`src/rtl/extirq_pkg.sv`:
```
// Package: shared field positions, reset value and config type for the
// external interrupt pin controller. Assumes an 8-bit register bus.
package extirq_pkg;
    localparam int DATA_W    = 8;
    localparam int SENSE_POS = 7;
    localparam int EN_POS    = 6;
    localparam logic [DATA_W-1:0] CTRL_RESET = 8'h40;

    typedef struct packed {
        logic edge_mode;   // 1: falling edge, 0: low level
        logic pin_en;      // 1: pin connected to request logic
    } irq_cfg_t;
endpackage

```
`src/rtl/extirq_sync.sv`:
```
// Synchronizer: brings the asynchronous pin into the clock domain through
// STAGES flops. Assumes an idle-high pin, so the flops reset to 1 and no
// false edge follows reset.
module extirq_sync #(
    parameter int STAGES = 2
) (
    input  logic clk,
    input  logic rst_n,
    input  logic async_i,
    output logic sync_o
);
    logic [STAGES-1:0] chain_q;

    // Shift the pin through the flop chain; the last stage is the output.
    generate
        if (STAGES == 1) begin : g_one
            always_ff @(posedge clk) begin
                if (!rst_n) chain_q <= '1;
                else        chain_q <= async_i;
            end
        end else begin : g_many
            always_ff @(posedge clk) begin
                if (!rst_n) chain_q <= '1;
                else        chain_q <= {chain_q[STAGES-2:0], async_i};
            end
        end
    endgenerate

    assign sync_o = chain_q[STAGES-1];
endmodule

```
`src/rtl/extirq_cfg.sv`:
```
// Register bank: control register (sense mode, enable) and a reserved
// register. The sense bit is write-once outside special mode; a single
// lock flag, cleared only by reset, enforces this. Read data is
// combinational on the address.
module extirq_cfg
    import extirq_pkg::*;
#(
    parameter int ADDR_W    = 8,
    parameter logic [ADDR_W-1:0] CTRL_ADDR = 8'h1E,
    parameter logic [ADDR_W-1:0] RSV_ADDR  = 8'h1F
) (
    input  logic              clk,
    input  logic              rst_n,
    input  logic              special_i,
    input  logic [ADDR_W-1:0] addr_i,
    input  logic              we_i,
    input  logic [DATA_W-1:0] wdata_i,
    output logic [DATA_W-1:0] rdata_o,
    output irq_cfg_t          cfg_o
);
    irq_cfg_t cfg_q;
    logic     locked_q;
    logic     ctrl_wr;
    logic     sense_wr_ok;

    assign ctrl_wr     = we_i && (addr_i == CTRL_ADDR);
    assign sense_wr_ok = special_i || !locked_q;

    // Update the control fields; the sense bit only while writable.
    always_ff @(posedge clk) begin
        if (!rst_n) begin
            cfg_q.edge_mode <= CTRL_RESET[SENSE_POS];
            cfg_q.pin_en    <= CTRL_RESET[EN_POS];
        end else if (ctrl_wr) begin
            cfg_q.pin_en <= wdata_i[EN_POS];
            if (sense_wr_ok) cfg_q.edge_mode <= wdata_i[SENSE_POS];
        end
    end

    // Set the lock on the first control write outside special mode.
    always_ff @(posedge clk) begin
        if (!rst_n)                       locked_q <= 1'b0;
        else if (ctrl_wr && !special_i)   locked_q <= 1'b1;
    end

    // Return the control fields at the control offset, zero elsewhere.
    always_comb begin
        rdata_o = '0;
        if (addr_i == CTRL_ADDR) begin
            rdata_o[SENSE_POS] = cfg_q.edge_mode;
            rdata_o[EN_POS]    = cfg_q.pin_en;
        end
    end

    assign cfg_o = cfg_q;


    lock_sticky_chk: assert property (@(posedge clk) disable iff (!rst_n)
        locked_q |=> locked_q);


    sense_frozen_chk: assert property (@(posedge clk) disable iff (!rst_n)
        (locked_q && !special_i) |=> $stable(cfg_q.edge_mode));
endmodule

```
`src/rtl/extirq_sense.sv`:
```
// Sense logic: detects falling edges on the synchronized (active-low) pin,
// keeps them in a pending latch until acknowledged, and forms the request
// from either the latch or the pin level. Assumes the pin input is already
// synchronized. A same-cycle acknowledge loses to a new edge.
module extirq_sense
    import extirq_pkg::*;
(
    input  logic     clk,
    input  logic     rst_n,
    input  logic     pin_s_i,
    input  irq_cfg_t cfg_i,
    input  logic     ack_i,
    output logic     irq_o
);
    logic prev_q;
    logic pend_q;
    logic fall;
    logic new_edge;

    // Hold the previous synchronized sample for edge detection.
    always_ff @(posedge clk) begin
        if (!rst_n) prev_q <= 1'b1;
        else        prev_q <= pin_s_i;
    end

    assign fall     = prev_q && !pin_s_i;
    assign new_edge = cfg_i.edge_mode && fall;

    // Set on a new edge, clear on acknowledge; a new edge wins.
    always_ff @(posedge clk) begin
        if (!rst_n)        pend_q <= 1'b0;
        else if (new_edge) pend_q <= 1'b1;
        else if (ack_i)    pend_q <= 1'b0;
    end

    // Pick the request source by sense mode, gated by the enable bit.
    always_comb begin
        if (!cfg_i.pin_en)        irq_o = 1'b0;
        else if (cfg_i.edge_mode) irq_o = pend_q;
        else                      irq_o = !pin_s_i;
    end


    pend_rise_chk: assert property (@(posedge clk) disable iff (!rst_n)
        $rose(pend_q) |-> $past(cfg_i.edge_mode && prev_q && !pin_s_i));


    edge_latch_chk: assert property (@(posedge clk) disable iff (!rst_n)
        (cfg_i.edge_mode && prev_q && !pin_s_i) |=> pend_q);


    ack_clear_chk: assert property (@(posedge clk) disable iff (!rst_n)
        (ack_i && !(cfg_i.edge_mode && prev_q && !pin_s_i)) |=> !pend_q);


    pend_hold_chk: assert property (@(posedge clk) disable iff (!rst_n)
        (pend_q && !ack_i) |=> pend_q);
endmodule

```
`src/rtl/extirq_ctrl.sv`:
```
// Top: external interrupt pin controller. Synchronizes the pin, applies
// the configured sense mode and enable, and exposes the registers on a
// simple bus. Assumes ack is a one-cycle pulse from the interrupt service.
module extirq_ctrl
    import extirq_pkg::*;
#(
    parameter int ADDR_W      = 8,
    parameter int SYNC_STAGES = 2,
    parameter logic [ADDR_W-1:0] CTRL_ADDR = 8'h1E,
    parameter logic [ADDR_W-1:0] RSV_ADDR  = 8'h1F
) (
    input  logic              clk,
    input  logic              rst_n,
    input  logic              special_mode,
    input  logic              irq_pin_n,
    input  logic              irq_ack,
    input  logic [ADDR_W-1:0] bus_addr,
    input  logic              bus_we,
    input  logic [DATA_W-1:0] bus_wdata,
    output logic [DATA_W-1:0] bus_rdata,
    output logic              irq_req
);
    logic     pin_s;
    irq_cfg_t cfg;

    extirq_sync #(.STAGES(SYNC_STAGES)) u_sync (
        .clk     (clk),
        .rst_n   (rst_n),
        .async_i (irq_pin_n),
        .sync_o  (pin_s)
    );

    extirq_cfg #(
        .ADDR_W    (ADDR_W),
        .CTRL_ADDR (CTRL_ADDR),
        .RSV_ADDR  (RSV_ADDR)
    ) u_cfg (
        .clk       (clk),
        .rst_n     (rst_n),
        .special_i (special_mode),
        .addr_i    (bus_addr),
        .we_i      (bus_we),
        .wdata_i   (bus_wdata),
        .rdata_o   (bus_rdata),
        .cfg_o     (cfg)
    );

    extirq_sense u_sense (
        .clk     (clk),
        .rst_n   (rst_n),
        .pin_s_i (pin_s),
        .cfg_i   (cfg),
        .ack_i   (irq_ack),
        .irq_o   (irq_req)
    );


    rsv_zero_chk: assert property (@(posedge clk) disable iff (!rst_n)
        (bus_addr == RSV_ADDR) |-> (bus_rdata == '0));
endmodule

```
`config.mk`:
```
export PLATFORM = sky130hd
export DESIGN_NAME = extirq_ctrl
export DESIGN_NICKNAME = d
export VERILOG_FILES = /design/src/rtl/extirq_pkg.sv /design/src/rtl/extirq_sync.sv /design/src/rtl/extirq_cfg.sv /design/src/rtl/extirq_sense.sv /design/src/rtl/extirq_ctrl.sv
export SDC_FILE = /design/constraint.sdc
export NUM_CORES = 1
export LEC_CHECK = 0
export BUFFER_PORTS_ARGS = -buffer_cell sky130_fd_sc_hd__buf_4
export CAP_MARGIN = 25
export CORE_AREA = 2 2 39 41
export CTS_CLUSTER_SIZE = 28
export DETAILED_ROUTE_END_ITERATION = 8
export DIE_AREA = 0 0 41 43
export MAX_ROUTING_LAYER = met4
export PLACE_DENSITY_LB_ADDON = 0.1
export SKIP_CTS_REPAIR_TIMING = 1
export SYNTH_ARGS = -nofsm -noshare
export SYNTH_HDL_FRONTEND = slang
export SYNTH_SLANG_ARGS = --single-unit
export TNS_END_PERCENT = 1
```
`constraint.sdc`:
```
create_clock -name clk -period 2.1 [get_ports clk]
set_input_delay 0.105 -clock clk [delete_from_list [all_inputs] [get_ports clk]]
set_output_delay 0.105 -clock clk [all_outputs]
set_load 0.01 [all_outputs]
```
==> impl_results.md <==
* Final HPWL DP at 535 um
* Comb pwr share at roughly 13%
* Crit path DAT at 1.00 ns
* Synth Flop Type: dfxtp_1
* Non-Filler Instances at between 70 and 80
* Fillers at 148
* CTS buffer count at 3
* Sw Pwr at 57.6 uW
* Gate count of the mapped netlist at 38
* Buf+Inv Stages, Crit Path at 1
* Yosys top cell area share at 40.1%
* I/O Pins at 31
* Share of post-route cells with drive strength above 1 at a little over a third
* Hold depth at 2
* Worst R2R End: u_cfg.cfg_o[1]
* Crit. End Element: output pin
* Via-per-instance ratio at 4.19
* Tcrit/Tclk final at between 50% and 60%
* Reg clk slew, reported paths at 0.05 ns
* Die area at 1760 sq um
* RSZ-0062 raised after global routing: false
* HP Start: irq_pin_n
* WHS Endpoint: u_sync.chain_q[0]
* Synth cell count leaders: dfxtp_1 (7), buf_4 (6), nand2b_1 (4)
* Initial antenna violation count at 0
* Critical R2R Launch: u_cfg.locked_q
* Final Max Tran Viols at 0
* Gr ovfl total at 0
* Critical Path RT at 2.00 ns
* Status: complete, no violations
* Skew-Pair Late Insertion Delay at 0.24 ns
* Count of final hold-check violations at 0
* Library cells used by synthesis at 18
* Clock Power Share at 40.0%
* Die Y-Extent at 43 um
* H-tree Lvls at 1
* Yosys warns at 0
* Clk buf depth at 2
* Number of global-route vias before repair at 290
* Nets at just over 80
* CP max FO at 5
* P_int at 231 uW
* PwrDens at between 500 and 600 nW/um^2
* Register area at 140 sq um
* HP Class: input port to register
* Chip width at 41 um
* DR vias at 314
* Initial Utilization at 25.2%
* Final Util at 36.4%
* Worst r2r path cells at 3
* Sw Ratio at 20.0%
* Antenna Nets Post-Route at 0
* #FFs+latches synth at 7
* CP cell instances: nor2_1 -> a21oi_1 -> nor2_1 -> buf_4
* CTS tree: done
* Post-synth top area cell: dfxtp_1
* First-pass GRT wire length at 1.11 mm
* DRC at 0
* Port bufs at 18
* Rows at 14
* Flop2flop setup slack at 1.27 ns
* Critical Path Source Type: register
* Drt pass-1 iters at 1
* Antenna diode count at 0
* Final setup TNS at 0 ns
* Async set or reset register ratio after synthesis at 0%
* Power Total at 288 uW
* Dominant cell by count in the synthesized netlist: dfxtp_1
* Dpl cells at 71
* Setup Crit Path Kind: register to output pin
* WL final at 646 um
* Fmax at 0.903 GHz
* WL/cell at 8.61 um
* Drt initial violations at 0
* Worst VDD drop at 0.000443 V
* Multi-input gate area at ~180 sq um
* Critical-path top delay cell: dfxtp_1
* Setup violations, final at 0
* EDFF count, synth at 0
* Worst Skew at 0.000749 ns
* Leak at 0.251 nW
* Crit path time final at 1.11 ns
* Family with the most delay on the worst path: flip-flops
* Most common cell on crit path: nor2_1
* Slowest stage delay, CP at 0.40 ns
* MaxCap Viol Count at 0
* Total GRT Usage at 9.59%
* Sequential share of power at around 47%
* Largest net degree at the start of global routing at 9
* Total clock sinks at 7
* Core ar. at 1380 sq um
* Routability Congestion at 0.636
* P&R area growth vs syn at 44.4%
* Sequential area share after synthesis at ~40%
* CTS root buf: clkbuf_4
* Syn_area_per_cell at around 9 sq um
* Dominant cells by area after synthesis: dfxtp_1 (40%), buf_4 (13%), and4bb_1 (7.2%)
* Synth Cell Area at 349 sq um
[how the worst max path moves through the flow]
stage / startpoint / endpoint / cells after the start
3_3_place_gp: bus_addr[0] / u_cfg.cfg_o[1] / 4
6_report: u_cfg.cfg_o[1] / irq_req / 4
5_1_grt: u_cfg.cfg_o[1] / irq_req / 4
3_5_place_dp: bus_addr[6] / u_cfg.cfg_o[1] / 4
4_1_cts: u_cfg.cfg_o[1] / irq_req / 4
2_1_floorplan: bus_addr[0] / u_cfg.cfg_o[1] / 3
[layout by cell type, fill, tap and decap left out]
cell type	instances
buf_4	18
dfxtp_1	7
conb_1	6
nand2b_1	4
clkbuf_4	3
and4bb_1	2
and3_1	2
inv_1	2
nor2_1	2
nand2_1	2
nand3b_1	2
a21oi_1	1
o2111ai_1	1
mux2i_1	1
nand4b_1	1
a21boi_1	1
a21boi_0	1
a31oi_1	1
nand4_1	1
clkbuf_1	1
[cell type report]
cell class                 instances  share of cell area [%]
timing repair buffer              18                    26.8
inverter                           2                    1.49
multi-input combinational         28                    34.7
tap                               16                    3.97
sequential                         7                    27.8
clock buffer                       4                    5.21
[layer usage]
metal  part of all wire, %  GRT usage, %  up-vias
met5                     0             -        -
met4                     0          4.00        0
met3                    11          4.71        0
met1                    45          12.0      138
li1                      -             -      161
met2                    44          12.8       15
[cells by family after synthesis]
group                  after synthesis  synth area share (%)
other                                1                  1.07
buffers and inverters                8                  15.1
flip-flops                           7                  40.1
AO/OA/AOI/OAI                        5                  10.0
multiplexers                         1                  2.87
AND/OR/NAND/NOR                     16                  30.8
[sequential cells by signal, indices dropped and copies added (netlist names)]
name	cells
u_cfg.locked_q	1
u_sense.pend_q	1
u_sense.prev_q	1
u_cfg.cfg_o	2
u_sync.chain_q	2
[power by group through the flow]
stage               Sequential, mW  Clock (mW)  Combinational [mW]
floorplan                    0.139           0              0.0204
global placement             0.139           0              0.0369
detailed placement           0.139           0              0.0373
CTS                          0.136       0.123              0.0373
global route                 0.136       0.134              0.0410
finish                       0.136       0.115              0.0368
[through the flow]
| stage | area, sq um | hold slack (ns) | setup slack, ns |
|---|---|---|---|
| 2_1_floorplan | 368 | 0.178 | 1.28 |
| 3_3_place_gp | 478 | 0.299 | 1.08 |
| 3_5_place_dp | 478 | 0.294 | 1.09 |
| 4_1_cts | 504 | 0.0380 | 0.976 |
| 5_1_grt | 504 | 0.0375 | 0.887 |
| 6_report | 504 | 0.0445 | 0.992 |
Power figures use the tool's default switching activity.
